`src/rtl/twowire_eeprom_target.sv`:
```
module twowire_eeprom_target #(
  parameter int MEM_ADDR_BITS = 9
) (
  input  logic                     clk,
  input  logic                     rst_n,
  input  logic                     scl_i,
  input  logic                     sda_i,
  output logic                     sda_oe,
  input  logic [2:0]               pin_addr,
  input  logic                     wr_busy,
  output logic [MEM_ADDR_BITS-1:0] mem_addr,
  output logic                     mem_rd_req,
  input  logic [7:0]               mem_rd_data,
  output logic                     mem_wr_en,
  output logic [7:0]               mem_wr_data,
  output logic                     mem_wr_commit
);
  localparam int PG_BITS   = (MEM_ADDR_BITS > 8) ? MEM_ADDR_BITS - 8 : 0;
  localparam int PGW       = (PG_BITS > 0) ? PG_BITS : 1;
  localparam int PAGE_BITS = (MEM_ADDR_BITS > 8) ? 4 : 3;
  localparam logic [2:0] CMP_MASK = 3'b111 << PG_BITS;

  typedef enum logic [2:0] {S_IDLE, S_DEV, S_WORD, S_WDATA, S_RDATA} st_t;

  logic [1:0] scl_sync, sda_sync;
  logic       scl_q, sda_q;
  st_t        st;
  logic [3:0] bitcnt;
  logic [7:0] shreg;
  logic       rw, wrote;
  logic [PGW-1:0] pg_q;
  logic [MEM_ADDR_BITS-1:0] word_addr, addr_pinc;

  wire scl_s    = scl_sync[1];
  wire sda_s    = sda_sync[1];
  wire scl_rise = scl_s & ~scl_q;
  wire scl_fall = ~scl_s & scl_q;
  wire start_ev = scl_s & scl_q & sda_q & ~sda_s;
  wire stop_ev  = scl_s & scl_q & ~sda_q & sda_s;
  wire dev_ok   = (shreg[7:4] == 4'b1010) &&
                  (((shreg[3:1] ^ pin_addr) & CMP_MASK) == 3'b000) && !wr_busy;

  generate
    if (MEM_ADDR_BITS > 8) begin : g_pg
      assign word_addr = {pg_q, shreg};
    end else begin : g_nopg
      assign word_addr = shreg[MEM_ADDR_BITS-1:0];
    end
  endgenerate

  assign addr_pinc = {mem_addr[MEM_ADDR_BITS-1:PAGE_BITS],
                      mem_addr[PAGE_BITS-1:0] + PAGE_BITS'(1)};

  always_ff @(posedge clk or negedge rst_n) begin
    if (!rst_n) begin
      scl_sync <= 2'b11;
      sda_sync <= 2'b11;
      scl_q    <= 1'b1;
      sda_q    <= 1'b1;
    end else begin
      scl_sync <= {scl_sync[0], scl_i};
      sda_sync <= {sda_sync[0], sda_i};
      scl_q    <= scl_s;
      sda_q    <= sda_s;
    end
  end

  always_ff @(posedge clk or negedge rst_n) begin
    if (!rst_n) begin
      st            <= S_IDLE;
      bitcnt        <= 4'd0;
      shreg         <= 8'd0;
      rw            <= 1'b0;
      wrote         <= 1'b0;
      pg_q          <= '0;
      sda_oe        <= 1'b0;
      mem_addr      <= '0;
      mem_rd_req    <= 1'b0;
      mem_wr_en     <= 1'b0;
      mem_wr_data   <= 8'd0;
      mem_wr_commit <= 1'b0;
    end else begin
      mem_rd_req    <= 1'b0;
      mem_wr_en     <= 1'b0;
      mem_wr_commit <= 1'b0;
      if (start_ev) begin
        st     <= S_DEV;
        bitcnt <= 4'd0;
        sda_oe <= 1'b0;
        wrote  <= 1'b0;
      end else if (stop_ev) begin
        if (st == S_WDATA && wrote && bitcnt <= 4'd1) mem_wr_commit <= 1'b1;
        st     <= S_IDLE;
        sda_oe <= 1'b0;
      end else if (st != S_IDLE) begin
        if (scl_rise) begin
          if (st == S_RDATA) begin
            if (bitcnt == 4'd8) begin
              if (sda_s) st <= S_IDLE;
              else begin
                mem_rd_req <= 1'b1;
                bitcnt     <= 4'd9;
              end
            end else begin
              bitcnt <= bitcnt + 4'd1;
            end
          end else if (bitcnt < 4'd8) begin
            shreg  <= {shreg[6:0], sda_s};
            bitcnt <= bitcnt + 4'd1;
          end else if (bitcnt == 4'd8) begin
            bitcnt <= 4'd9;
          end
        end else if (scl_fall) begin
          if (st == S_RDATA) begin
            if (bitcnt == 4'd8) begin
              sda_oe   <= 1'b0;
              mem_addr <= mem_addr + MEM_ADDR_BITS'(1);
            end else if (bitcnt == 4'd9) begin
              shreg  <= mem_rd_data;
              sda_oe <= ~mem_rd_data[7];
              bitcnt <= 4'd0;
            end else if (bitcnt != 4'd0) begin
              shreg  <= {shreg[6:0], 1'b0};
              sda_oe <= ~shreg[6];
            end
          end else if (bitcnt == 4'd8) begin
            case (st)
              S_DEV: begin
                if (dev_ok) begin
                  sda_oe     <= 1'b1;
                  rw         <= shreg[0];
                  pg_q       <= PGW'(shreg[3:1]);
                  mem_rd_req <= shreg[0];
                end else begin
                  st <= S_IDLE;
                end
              end
              S_WORD: begin
                sda_oe   <= 1'b1;
                mem_addr <= word_addr;
              end
              S_WDATA: begin
                sda_oe      <= 1'b1;
                mem_wr_en   <= 1'b1;
                mem_wr_data <= shreg;
                wrote       <= 1'b1;
              end
              default: ;
            endcase
          end else if (bitcnt == 4'd9) begin
            bitcnt <= 4'd0;
            sda_oe <= 1'b0;
            case (st)
              S_DEV: begin
                if (rw) begin
                  st     <= S_RDATA;
                  shreg  <= mem_rd_data;
                  sda_oe <= ~mem_rd_data[7];
                end else begin
                  st <= S_WORD;
                end
              end
              S_WORD:  st <= S_WDATA;
              S_WDATA: mem_addr <= addr_pinc;
              default: ;
            endcase
          end
        end
      end
    end
  end

  assert_oe_rise_scl_low_R2: assert property (@(posedge clk) disable iff (!rst_n)
    $rose(sda_oe) |-> !scl_s);

  assert_rd_req_pulse_R6: assert property (@(posedge clk) disable iff (!rst_n)
    mem_rd_req |=> !mem_rd_req);

  assert_wr_rd_excl_R5: assert property (@(posedge clk) disable iff (!rst_n)
    !(mem_wr_en && mem_rd_req));

  assert_page_kept_R8: assert property (@(posedge clk) disable iff (!rst_n)
    (st == S_WDATA && $past(st) == S_WDATA && !$stable(mem_addr)) |->
    mem_addr[MEM_ADDR_BITS-1:PAGE_BITS] == $past(mem_addr[MEM_ADDR_BITS-1:PAGE_BITS]));

  assert_commit_idle_R10: assert property (@(posedge clk) disable iff (!rst_n)
    mem_wr_commit |-> (st == S_IDLE && !sda_oe));
endmodule

```
`config.mk`:
```
export PLATFORM = sky130hd
export DESIGN_NAME = twowire_eeprom_target
export DESIGN_NICKNAME = d
export VERILOG_FILES = /design/src/rtl/twowire_eeprom_target.sv
export SDC_FILE = /design/constraint.sdc
export NUM_CORES = 1
export LEC_CHECK = 0
export ABC_CLOCK_PERIOD_IN_PS = 6600
export BUFFER_PORTS_ARGS = -buffer_cell sky130_fd_sc_hd__buf_2
export CORE_ASPECT_RATIO = 0.9
export CORE_MARGIN = 1
export CORE_UTILIZATION = 60
export CTS_CLUSTER_DIAMETER = 80
export DETAILED_ROUTE_END_ITERATION = 8
export PLACE_DENSITY_LB_ADDON = 0.08
export REMOVE_ABC_BUFFERS = 1
export SYNTH_ARGS = -nofsm -noshare
export SYNTH_HDL_FRONTEND = slang
export SYNTH_SLANG_ARGS = --single-unit
```
`constraint.sdc`:
```
create_clock -name clk -period 6.6 [get_ports clk]
set_clock_uncertainty 0.05 [all_clocks]
set_input_delay 0 -clock clk [delete_from_list [all_inputs] [get_ports clk]]
set_output_delay 0 -clock clk [all_outputs]
set_load 0.01 [all_outputs]
```
==> results by group <==
Outcome
  – Outcome: finished, violations left
  – Failing checks: design-rule violations

Route
  – Mean routed wirelength per cell: 16.2 um
  – Overall via count from detail_route: 2081
  – DRT iter0 DRCs: 140
  – DRT Pass-1 Iters: 8
  – Final WL: 5540 um
  – Vias/cell: 6.08
  – DRC violations left: 3
  – Antenna Nets Post-Route: 0

Placed design
  – Post-DP HPWL: 4000 um
  – Buffers on Ports: 35
  – Routability Congestion: 0.935

Clock network
  – Clk buf depth: 2
  – Clock root cell: clkbuf_8
  – Reg clk slew, reported paths: 90 ps
  – CTS tree: done
  – Clock sinks: 45
  – Num CTS Buffers: 5
  – Post_cts resized: 0
  – Worst-skew pair later-pin latency: 310 ps
  – H-tree depth: 2

Synthesis
  – Number of synthesized flops with an enable pin: 0
  – Asr flop ratio synth: 100%
  – Syn avg cell area: 10.1 um^2
  – Leading area contributor after synthesis: dfrtp_1
  – Post-synthesis sequential area ratio: 43.7%
  – Yosys top cell area share: 37.6%
  – Post-Syn Instances: 256
  – Number of synthesized register bits: 45
  – Post-synth cell types: 50
  – Synth Cell Area: 0.00259 mm^2
  – Top FF cell, synth: dfrtp_1
  – Synthesis Warnings: 0
  – Synth area leaders: dfrtp_1 38%, mux2_2 13%, dfstp_2 6.1%, ha_1 4.3%, a21oi_1 3.1%

Timing
  – Finish-stage setup viols: 0
  – Minimum clock period after layout: 2820 ps
  – Final hold violation count: 0
  – Rel. slew slack: 34.6%
  – Slew Limit Fails: 0
  – Crit share post-route: 42.7%
  – RSZ-0062 raised after global routing: false
  – Fmax achieved: 354 MHz
  – Slew @ Worst Pin: 981 ps
  – Setup TNS: 0 ps
  – Hold Slack: 10.6 ps

Critical path
  – Reg2reg start: bitcnt[0]
  – Worst Path Max Fanout: 14
  – Worst-path cell chain: inv_1, ha_1, nand3b_1, nor2_1, o2111ai_1, o21ai_0, mux2_2
  – Startpoint types: register
  – Slowest CP cell: nor2_1
  – Crit Path Category: register to register
  – Worst Setup End Kind: register
  – Worst endpoint data arrival time: 2970 ps
  – Worst path max stage delay: 810 ps
  – Worst setup path startpoint: bitcnt[0]
  – Worst EP required: 6750 ps

Global routing
  – GRT Total Usage: 26.1%
  – Gr ovfl total: 0
  – Vias in the first global route: 1903
  – Largest net degree at the start of global routing: 46
  – Initial antenna violation count: 0
  – Global-route wire length before repair: 9200 um

Power and ir drop
  – Pwr dens: 297 mW/mm^2
  – Worst VDD drop: 196 uV
  – Static Leakage: 1.33 nW

Die
  – Die width: 71.3 um
  – Core box area: 0.00410 mm^2
  – Die height: 64.4 um
  – Initial core utilization: 63.2%
  – Die ar.: 0.00459 mm^2
  – Row count: 22
  – I/O pin cnt: 37

Finish
  – Synthesis-to-layout area growth: 14.0%
  – Final Net Count: 318
  – Layout cells sized above 1: 28.2%
  – Antenna diode count: 0

Run
  – Max-cap violation count: 0

Worst hold path
  – Worst hold-check path type: input port to register
  – Worst hold path startpoint: mem_rd_data[0]
## layer usage
metal / wire length (um) / part of all wire [%] / GRT usage (%) / vias to the layer above
li1: - / - / - / 1020
met1: 2730 / 49 / 39.5 / 989
met2: 2430 / 44 / 38.3 / 66
met3: 330 / 6.0 / 5.36 / 6
met4: 46 / 0.83 / 6.00 / 0
met5: 0 / 0 / 0 / -
## logic make-up after synthesis
family,Yosys count,synth area share (%)
buffers and inverters,19,3.09
DFF,45,43.7
and+or+nand+nor,86,18.3
AOI/OAI and AO/OA,61,15.5
muxes,32,13.7
xor gates and xnor gates,4,1.35
adders and majority gates,9,4.34
## synthesized netlist by cell type (5+ instances only)
master and number:
dfstp_2 6, ha_1 9, inv_1 7, nor2_1 18, dfrtp_1 39, nand2_1 16
nand3b_1 5, mux2_2 29, nor3_1 6, clkbuf_1 7, a21oi_1 16, o21ai_0 15
nand3_1 11
## flip-flops by register name (all words and copies together) (netlist names)
name / count
bitcnt: 4
mem_addr: 9
mem_rd_req: 1
mem_wr_commit: 1
mem_wr_data: 8
mem_wr_en: 1
pg_q: 1
rw: 1
scl_q: 1
scl_sync: 2
sda_oe: 1
sda_q: 1
sda_sync: 2
shreg: 8
st: 3
wrote: 1
## critical path: cells and delay by family, from the launching register on
family / cells / cell delay [ps]
simple gates: 2 / 1090
flops: 1 / 440
compound gates: 2 / 370
mux: 1 / 360
fa+ha+maj: 1 / 290
buf+inv: 1 / 100
## power breakdown
| group | total, W | leakage [nW] | switching (W) | internal [W] |
|---|---|---|---|---|
| clock | 0.000210 | 0.0543 | 0.0000966 | 0.000113 |
| sequential | 0.000419 | 0.588 | 0.0000912 | 0.000328 |
| combinational | 0.000251 | 0.686 | 0.000130 | 0.000121 |
| total | 0.000880 | 1.33 | 0.000318 | 0.000562 |
## path summary, 6_finish.rpt
check / to / slack [ps] / depth (start not counted)
worst min register to register: scl_sync[1] / 310 / 0
min in group asynchronous: bitcnt[1] / 340 / 2
worst max register to register: sda_oe / 3780 / 7
worst max-delay path: sda_oe / 3780 / 7
worst min-delay path: shreg[0] / 10 / 3
max in group asynchronous: st[1] / 5560 / 2
## cell type report
cell class                      instances  area [um^2]
Sequential cell                        45         1130
Tap cell                               48         60.1
Multi-Input combinational cell        192         1380
Fill cell                             347         1140
Timing Repair Buffer                   42          243
Clock inverter                          3         46.3
Inverter                                7         26.3
Clock buffer                            5         68.8
## through the flow
stage	power [W]	setup slack (ps)	util, %	cell area [um^2]	std cells
2_1_floorplan	0.000582	4280	-	2540	244
3_3_place_gp	0.000662	3890	67.8	2780	328
3_5_place_dp	0.000671	3840	67.8	2780	328
4_1_cts	0.000883	3810	72.1	2960	342
5_1_grt	0.000936	3600	72.1	2960	342
6_report	0.000880	3780	72.1	2960	342
## cell usage in the layout (no fill, tap or decap), drive strengths merged, types with 6 or more instances in the layout
| cell type | instances |
|---|---|
| dfrtp | 39 |
| buf | 36 |
| mux2 | 29 |
| nor2 | 18 |
| nand2 | 16 |
| a21oi | 16 |
| o21ai | 15 |
| nand3 | 11 |
| ha | 9 |
| inv | 7 |
| nor3 | 7 |
| dlygate4sd3 | 6 |
| dfstp | 6 |
## timing repair
item / CTS / global route
hold buffers: 6 / 0
endpoints found under the hold margin: 44 / 0
buffers inserted: 0 / 0
endpoints found under the setup margin: 0 / 0
No activity file was read; power rests on OpenSTA's default activity.
